**src/rtl/sdabs_pkg.sv**
```systemverilog
package sdabs_pkg;

   typedef logic [1:0] sd_digit_t;

   localparam sd_digit_t SD_ZERO = 2'b00;
   localparam sd_digit_t SD_POS  = 2'b10;
   localparam sd_digit_t SD_NEG  = 2'b01;

   // map the unused code onto zero
   function automatic sd_digit_t sd_clean(input sd_digit_t d);
      return (d == 2'b11) ? SD_ZERO : d;
   endfunction

   // digit-level negation: swap the plus and minus rails
   function automatic sd_digit_t sd_negate(input sd_digit_t d);
      return {d[0], d[1]};
   endfunction

   function automatic logic sd_nonzero(input sd_digit_t d);
      return d[1] ^ d[0];
   endfunction

endpackage

```
**src/rtl/sdabs_digit_unit.sv**
```systemverilog
module sdabs_digit_unit
   import sdabs_pkg::*;
(
   input  sd_digit_t raw_dig,
   input  logic      flip,
   output sd_digit_t clean_dig,
   output sd_digit_t mag_dig
);

   always_comb begin
      clean_dig = sd_clean(raw_dig);
      mag_dig   = flip ? sd_negate(clean_dig) : clean_dig;
   end

endmodule

```
**src/rtl/sdabs_sign_tracker.sv**
```systemverilog
module sdabs_sign_tracker
   import sdabs_pkg::*;
#(
   parameter int WORD_DIGITS = 32
)(
   input  logic      clk,
   input  logic      rst_n,
   input  logic      dig_valid,
   input  logic      dig_start,
   input  sd_digit_t dig,
   output logic      flip_now,
   output logic      decide_now
);

   localparam int CNT_W = (WORD_DIGITS > 2) ? $clog2(WORD_DIGITS) : 1;
   localparam logic [CNT_W-1:0] LAST_POS = CNT_W'(WORD_DIGITS - 1);

   logic             found_q, neg_q;
   logic [CNT_W-1:0] pos_q;

   logic             base_found, base_neg, hit, at_last;
   logic [CNT_W-1:0] pos_now;

   always_comb begin
      base_found = dig_start ? 1'b0 : found_q;
      base_neg   = dig_start ? 1'b0 : neg_q;
      pos_now    = dig_start ? '0   : pos_q;
      hit        = !base_found && sd_nonzero(dig);
      at_last    = (pos_now == LAST_POS);
      flip_now   = hit ? (dig == SD_NEG) : base_neg;
      decide_now = dig_valid && !base_found && (hit || at_last);
   end

   always_ff @(posedge clk or negedge rst_n) begin
      if (!rst_n) begin
         found_q <= 1'b0;
         neg_q   <= 1'b0;
         pos_q   <= '0;
      end else if (dig_valid) begin
         found_q <= base_found || hit || at_last;
         neg_q   <= flip_now;
         pos_q   <= at_last ? pos_now : pos_now + 1'b1;
      end
   end


   state_hold_chk: assert property (@(posedge clk) disable iff (!rst_n)
      !dig_valid |=> ($stable(found_q) && $stable(neg_q) && $stable(pos_q)));


   single_decide_chk: assert property (@(posedge clk) disable iff (!rst_n)
      (dig_valid && !dig_start && found_q) |-> !decide_now);

endmodule

```
**src/rtl/sdabs_out_stage.sv**
```systemverilog
module sdabs_out_stage
   import sdabs_pkg::*;
#(
   parameter bit OUT_REG = 1'b1
)(
   input  logic      clk,
   input  logic      rst_n,
   input  logic      st_valid,
   input  sd_digit_t st_dig,
   input  logic      st_decide,
   input  logic      st_neg,
   output logic      o_valid,
   output sd_digit_t o_dig,
   output logic      o_decide,
   output logic      o_neg
);

   generate
      if (OUT_REG) begin : g_reg
         always_ff @(posedge clk or negedge rst_n) begin
            if (!rst_n) begin
               o_valid  <= 1'b0;
               o_dig    <= SD_ZERO;
               o_decide <= 1'b0;
               o_neg    <= 1'b0;
            end else begin
               o_valid  <= st_valid;
               o_dig    <= st_valid ? st_dig : SD_ZERO;
               o_decide <= st_decide;
               if (st_decide) o_neg <= st_neg;
            end
         end


         out_follow_chk: assert property (@(posedge clk) disable iff (!rst_n)
            st_valid |=> o_valid);


         idle_gap_chk: assert property (@(posedge clk) disable iff (!rst_n)
            !st_valid |=> !o_valid);
      end else begin : g_comb
         logic neg_hold_q;
         always_ff @(posedge clk or negedge rst_n) begin
            if (!rst_n)         neg_hold_q <= 1'b0;
            else if (st_decide) neg_hold_q <= st_neg;
         end
         always_comb begin
            o_valid  = st_valid;
            o_dig    = st_valid ? st_dig : SD_ZERO;
            o_decide = st_decide;
            o_neg    = st_decide ? st_neg : neg_hold_q;
         end
      end
   endgenerate

endmodule

```
**src/rtl/sd_abs_serial.sv**
```systemverilog
module sd_abs_serial
   import sdabs_pkg::*;
#(
   parameter int WORD_DIGITS = 32,
   parameter bit OUT_REG     = 1'b1
)(
   input  logic       clk,
   input  logic       rst_n,
   input  logic       in_valid,
   input  logic       in_start,
   input  logic [1:0] in_dig,
   output logic       out_valid,
   output logic [1:0] out_dig,
   output logic       sign_valid,
   output logic       sign_neg
);

   generate
      if (WORD_DIGITS < 2) begin : g_bad_len
         $error("sd_abs_serial: WORD_DIGITS must be at least 2");
      end
   endgenerate

   sd_digit_t clean_dig, mag_dig;
   logic      flip_now, decide_now;

   sdabs_digit_unit u_digit (
      .raw_dig   (in_dig),
      .flip      (flip_now),
      .clean_dig (clean_dig),
      .mag_dig   (mag_dig)
   );

   sdabs_sign_tracker #(.WORD_DIGITS(WORD_DIGITS)) u_track (
      .clk        (clk),
      .rst_n      (rst_n),
      .dig_valid  (in_valid),
      .dig_start  (in_start),
      .dig        (clean_dig),
      .flip_now   (flip_now),
      .decide_now (decide_now)
   );

   sdabs_out_stage #(.OUT_REG(OUT_REG)) u_out (
      .clk      (clk),
      .rst_n    (rst_n),
      .st_valid (in_valid),
      .st_dig   (mag_dig),
      .st_decide(decide_now),
      .st_neg   (flip_now),
      .o_valid  (out_valid),
      .o_dig    (out_dig),
      .o_decide (sign_valid),
      .o_neg    (sign_neg)
   );


   no_bad_code_chk: assert property (@(posedge clk) disable iff (!rst_n)
      out_valid |-> (out_dig != 2'b11));


   decide_with_digit_chk: assert property (@(posedge clk) disable iff (!rst_n)
      sign_valid |-> out_valid);


   lead_digit_pos_chk: assert property (@(posedge clk) disable iff (!rst_n)
      (sign_valid && out_dig != SD_ZERO) |-> (out_dig == SD_POS));


   sign_steady_chk: assert property (@(posedge clk) disable iff (!rst_n)
      !sign_valid |-> $stable(sign_neg));

endmodule

```
**config.mk**
```make
export PLATFORM = sky130hd
export DESIGN_NAME = sd_abs_serial
export DESIGN_NICKNAME = d
export VERILOG_FILES = /design/src/rtl/sdabs_pkg.sv /design/src/rtl/sdabs_digit_unit.sv /design/src/rtl/sdabs_sign_tracker.sv /design/src/rtl/sdabs_out_stage.sv /design/src/rtl/sd_abs_serial.sv
export SDC_FILE = /design/constraint.sdc
export NUM_CORES = 1
export LEC_CHECK = 0
export ABC_AREA = 0
export BUFFER_PORTS_ARGS = -buffer_cell sky130_fd_sc_hd__buf_2
export CELL_PAD_IN_SITES_DETAIL_PLACEMENT = 0
export CELL_PAD_IN_SITES_GLOBAL_PLACEMENT = 1
export CORE_MARGIN = 3
export CORE_UTILIZATION = 41
export CTS_CLUSTER_SIZE = 14
export DETAILED_ROUTE_END_ITERATION = 6
export PLACE_DENSITY = 0.73
export SYNTH_ARGS = -nofsm -noshare
export SYNTH_HDL_FRONTEND = slang
export SYNTH_SLANG_ARGS = --single-unit
```
**constraint.sdc**
```tcl
create_clock -name clk -period 3.6 [get_ports clk]
set_input_delay 0.72 -clock clk [delete_from_list [all_inputs] [get_ports clk]]
set_output_delay 0.72 -clock clk [all_outputs]
set_load 0.01 [all_outputs]
```
==> results.md, run 1 <==
* Skew final at 6.856 ps
* Filler instances at 141
* CTS tree: yes
* Final slew viol count at 0
* Post-Syn Nets at 67
* WP data arrival at 2080 ps
* H-tree level count at 1
* RSZ-0062 raised after global routing: false
* Post-detailed-route count of antenna-violating nets at 0
* Sw frac at 26.01%
* Status: finished clean
* Final Hold Vio Count at 0
* Mux cell area share after synthesis at 10.19%
* Synth Warn # at 0
* Synth Flop Type: dfrtp_1
* Critical path class: input port to register
* Endpoint type of the worst setup path: register
* I/O pin cnt at 11
* Pin count of the biggest net entering global routing at 13
* Synth unique cells at 23
* Starting Density at 44.33%
* Area growth from synthesis to layout at 13.33%
* Sequential power share at 49.6%
* Clk_lat worst skew at 270 ps
* Fraction of registers with async set/reset at 100.0%
* RD Place Congestion at 0.7890
* First-pass GRT wire length at 1524 um
* Port Buf Inserts at 10
* Synth top area cells: dfrtp_1, ha_1, nand2b_4, o2bb2ai_4, a41oi_1
* Post-CTS sizing at 0
* Setup bufs post-CTS at 0
* Relative slew margins at 81.87%
* Routed vias at 437
* Ant diodes at 0
* Startpoint types: input port
* Post-Synth Simple-Gate Area at 20.00%
* Post-synthesis adder-cell area fraction at 7.407%
* Power share of the clock group at 32.0%
* Final Cycle Share at 53.48%
* Main combinational cell family by area after synthesis: simple AND/OR/NAND/NOR gates
* Root Buffer: clkbuf_4
* Synth Instances at 57
* Post-synth top area share at 44.44%
* CTS clk-pin slew, worst paths at 80 ps
* First drt pass iteration count at 4
* Gate power share at 18.4%
* Worst Tran Pin Value at 272.0 ps
* Synth Area in XOR/XNOR at 0%
* Post-layout min period at 1925 ps
* VDD IR max at 243.8 uV
* Area leader, netlist: dfrtp_1
* Total CTS buffers at 3
* Vias in the first global route at 364
* Number of DRC markers in iteration 0 at 17
* Setup TNS at 0 ps
* Post-Route WL at 983 um
* Cells on worst reg2reg path at 6
* Mapped Area at 675.6 um^2
* Internal at 0.2418 mW
* CTS Sinks at 12
* Worst-case clock buffer depth at 2
* Syn avg cell area at 11.85 um^2
* Routed WL per cell at 11.56 um
* Post-synth EDFFs at 0
* Antenna violations before repair at 0
* Die W at 46.60 um
* Max Clk Rate at 0.5194 GHz
* Net Switching at 0.08500 mW
* Post-CTS Hold Fix Bufs at 0
* LEAKAGE at 0.3741 nW
* NumNets Final at 80
* CP required at 3750 ps
* Maxcap violations at 0
* Gr usage total at 10.22%
* DP HPWL at 736.2 um
* PD cells at 426.7 mW/mm^2
* Post-synthesis sequential area ratio at 44.44%
* Critical Path Fanout Max at 9
* # rows at 14
* Class of the worst hold path: input port to async pin
* Core area at 0.001524 mm^2
* Die area at 0.002171 mm^2
* Hold slack at 313.1 ps
* Final setup violation count at 0
* Vias per std cell at 5.141
* Share of cells above drive strength 1 at 39.13%
* Compound-gate portion of the synthesized area at 13.89%
* DRC Markers at 0
* Global route overflow at 0
* #FFs+latches synth at 12
* Die Y at 46.60 um
cells in the mapped netlist, types with 3 or more instances:
library cell	instances
a21oi_1	3
ha_1	4
nand2b_4	3
dfrtp_1	12
nor2b_1	3
nand2_1	3
a41oi_1	3
inv_1	3
nor2_1	5
area by class of cell:
class	count	area, um^2	share of cell area [%]
multi-input combinational	40	347.8	45.42
timing repair buffer	10	50.05	6.536
sequential	12	300.3	39.22
inverter	3	11.26	1.471
clock buffer	4	36.28	4.739
tap	16	20.02	2.614
flip-flops by register name, summed over array words and instances, names as in the netlist:
| signal | count |
|---|---|
| u_out.o_decide | 1 |
| u_out.o_dig | 2 |
| u_out.o_neg | 1 |
| u_out.o_valid | 1 |
| u_track.found_q | 1 |
| u_track.neg_q | 1 |
| u_track.pos_q | 5 |
layer usage:
metal  wire, um  track usage, %
met1        474           13.78
met4          8           3.409
met2        426           13.46
met5          0               0
met3         74           5.859
cells in the final DEF, fill, tap and decap left out:
cell type / count
nand2_2: 1
o21ai_1: 2
nand2b_4: 3
mux2_1: 1
mux2i_1: 2
inv_1: 3
a41oi_1: 3
a21oi_1: 3
nand3_2: 1
nor2_1: 5
clkbuf_4: 3
and2b_2: 2
buf_2: 10
nor2b_1: 3
mux2_2: 2
and4_4: 1
o2bb2ai_4: 1
nand2_1: 3
mux2_4: 1
ha_1: 4
clkbuf_8: 1
dfrtp_1: 12
o21ai_2: 1
a31oi_1: 1
cells by family (layout without fill, tap and decap cells):
family                   Yosys count  in the layout
adder cells (fa/ha/maj)            4              4
flip-flops                        12             12
buffers and inverters              5             17
AO/OA/AOI/OAI                     11             11
multiplexers                       6              6
AND/OR/NAND/NOR                   19             19
final timing paths:
check                                          endpoint                          from  slack (ps)
hold reg to reg                 u_out.o_neg$_DFFE_PN0P_       u_out.o_neg$_DFFE_PN0P_         510
setup / recovery                u_out.o_neg$_DFFE_PN0P_                      in_start        1670
max in group asynchronous     u_track.neg_q$_DFFE_PN0P_                         rst_n        3070
setup reg to reg                u_out.o_neg$_DFFE_PN0P_  u_track.pos_q[0]$_DFFE_PN0P_        1960
min in group clk                u_out.o_neg$_DFFE_PN0P_       u_out.o_neg$_DFFE_PN0P_         510
hold / removal             u_track.pos_q[0]$_DFFE_PN0P_                         rst_n         310
critical path, cell delays in order:
cell and delay, ps:
buf_2 150, and2b_2 230, ha_1 240, nand3_2 120
nand2_1 80, and4_4 230, mux2_4 290
metrics by stage:
stage               util, %  instance area, um^2  instances  power, mW  setup slack, ps
floorplan                 -                675.6         57     0.2088             1541
global placement      47.87                729.5         81     0.2252             1420
detailed placement    47.87                729.5         81     0.2257             1399
CTS                   50.25                765.7         85     0.3342             1697
global route          50.25                765.7         85     0.3446             1605
finish                50.25                765.7         85     0.3268             1675
power groups by stage:
stage | Clock [mW] | Sequential (mW) | Combinational [mW]
5_1_grt | 0.114 | 0.164 | 0.0671
4_1_cts | 0.111 | 0.162 | 0.0612
3_5_place_dp | 0 | 0.165 | 0.0611
6_report | 0.105 | 0.162 | 0.0603
2_1_floorplan | 0 | 0.166 | 0.0433
3_3_place_gp | 0 | 0.164 | 0.0607
Note: power is estimated with default switching activity, not from simulation.
==> run 2: changes to the inputs <==
CORE_UTILIZATION = 38   (was 41)
PLACE_DENSITY = 0.71   (was 0.73)
clock period = 1.75 ns   (was 3.6 ns; I/O delays follow)
==> run 2 against run 1 <==
  * Sequential share of layout area is 1.4 points lower
  * Largest power group unchanged
  * Wire length is 6.8% higher
  * Register-to-register slack worse by 1800 ps
  * Sequential power is 110% higher
  * Clock power is 54% higher
  * Global-route usage is 0.49 points higher
  * Utilization is 0.40 points lower
==> results.md, run 2 (synthesized netlist as in run 1, its figures left out) <==
* Status: finished clean
* Largest register FFs at 5
* Post-Route WL at 1050 um
* CTS Sinks at 12
* Worst reg2reg startpoint: u_track.pos_q[0]$_DFFE_PN0P_
* Worst-case clock buffer depth at 2
* Largest reg by FF count: u_track.pos_q
* Number of DRC markers in iteration 0 at 1
* Setup bufs post-CTS at 0
* Skew final at 0.7341 ps
* Post-layout min period at 1588 ps
* Class of the worst hold path: input port to register
* Area growth from synthesis to layout at 17.59%
* Die area at 0.002320 mm^2
* Post-detailed-route count of antenna-violating nets at 0
* First drt pass iteration count at 2
* Hold slack at 322.3 ps
* Final setup violation count at 0
* First-pass GRT wire length at 1676 um
* Total CTS buffers at 3
* Share of cells above drive strength 1 at 40.28%
* Gr usage total at 10.72%
* Crit-path slowest cell: dfrtp_1
* Critical Path Fanout Max at 4
* WP data arrival at 1740 ps
* CP max stage delay at 410 ps
* Critical R2R Capture: u_out.o_neg$_DFFE_PN0P_
* Final slew viol count at 0
* Root Buffer: clkbuf_4
* Core area at 0.001594 mm^2
* Die Y at 48.17 um
* CTS clk-pin slew, worst paths at 70 ps
* Antenna violations before repair at 0
* LEAKAGE at 0.3861 nW
* PD cells at 790.0 mW/mm^2
* Worst Tran Pin Value at 280.2 ps
* NumNets Final at 84
* Routed vias at 442
* HP Start: in_valid
* Multi-input gate area at 347.8 um^2
* RSZ-0062 raised after global routing: false
* Global route overflow at 0
* Cells along the critical path: and2b_2, ha_1, nand3_2, nand2_1, and4_4, mux2_4
* Port Buf Inserts at 10
* Clk_lat worst skew at 260 ps
* Worst Setup SP: u_track.pos_q[0]$_DFFE_PN0P_
* Reg area at 300.3 um^2
* Vias in the first global route at 390
* Endpoint type of the worst setup path: register
* Routed WL per cell at 10.94 um
* CP required at 1900 ps
* Max Clk Rate at 0.6298 GHz
* Maxcap violations at 0
* Most common cell after layout, fill and taps aside: dfrtp_1
* CTS tree: yes
* VDD IR max at 387.1 uV
* R2r setup slk at 160 ps
* # rows at 14
* Setup TNS at 0 ps
* Hold Path End: u_out.o_valid$_DFF_PN0_
* Startpoint types: register
* DRC Markers at 0
* Pin count of the biggest net entering global routing at 13
* Final Hold Vio Count at 0
* H-tree level count at 1
* Ant diodes at 0
* I/O pin cnt at 11
* Filler instances at 153
* Biggest regs: u_track.pos_q x5, u_out.o_dig x2
* Critical path class: register to register
* Relative slew margins at 81.32%
* Die W at 48.17 um
* Final Cycle Share at 90.73%
* Depth of the worst hold-timing path at 1
* Starting Density at 42.39%
* DP HPWL at 835.7 um
* RD Place Congestion at 0.7115
* Vias per std cell at 4.604
* Cells on worst reg2reg path at 6
* Commonest non-fill, non-tap cells in the layout: dfrtp_1, buf_2, nor2_1
run 2: cell count changes in the layout (fill, tap and decap cells not counted), sizes merged:
cell / change
buf: +3
clkbuf: -1
dlygate4sd3: +1
run 2: layer usage:
layer | up-vias | GRT usage [%] | share of wire [%]
met1 | 199 | 13.29 | 49
met2 | 11 | 16.93 | 46
met3 | 2 | 3.321 | 3.2
met5 | - | 0 | 0
met4 | 0 | 4.839 | 1.3
li1 | 230 | - | -
run 2: how the worst max path moves through the flow:
stage / endpoint / slack, ps
floorplan: u_out.o_neg$_DFFE_PN0P_ / 60
global placement: u_out.o_neg$_DFFE_PN0P_ / 60
detailed placement: u_out.o_neg$_DFFE_PN0P_ / 60
CTS: u_out.o_neg$_DFFE_PN0P_ / 150
global route: u_out.o_neg$_DFFE_PN0P_ / 80
finish: u_out.o_neg$_DFFE_PN0P_ / 160
run 2: repair_timing:
action                    CTS  global route
gates resized for setup     0             0
hold endpoints to repair   12             0
hold buffers                1             0
run 2: worst max-delay path: cells and delay by family, from the launching register on:
family | cells | cell delay [ps]
mux | 1 | 290
simple gates | 4 | 580
fa+ha+maj | 1 | 200
flops | 1 | 410
run 2: metrics by stage:
stage | utilization [%] | setup slack (ps) | cells | instance area, um^2 | total power, mW
final | 49.84 | 162.2 | 96 | 794.5 | 0.6276
after global routing | 49.84 | 78.65 | 96 | 794.5 | 0.6751
after floorplan | - | 61.45 | 57 | 675.6 | 0.4295
after CTS | 49.84 | 147.9 | 96 | 794.5 | 0.6444
after global placement | 47.80 | 63.42 | 92 | 762.0 | 0.4677
after detailed placement | 47.80 | 57.54 | 92 | 762.0 | 0.4737
run 2: power by group:
part | total [mW] | internal (mW) | switching (mW)
clock | 0.162 | 0.0795 | 0.0826
combinational | 0.131 | 0.0695 | 0.0618
sequential | 0.334 | 0.308 | 0.0267
total | 0.628 | 0.457 | 0.171
run 2: cell type report:
class                           count  area share (%)
Multi-Input combinational cell     40           43.78
Clock buffer                        3           2.835
Tap cell                           24           3.780
Timing Repair Buffer               14           10.39
Inverter                            3           1.417
Sequential cell                    12           37.80
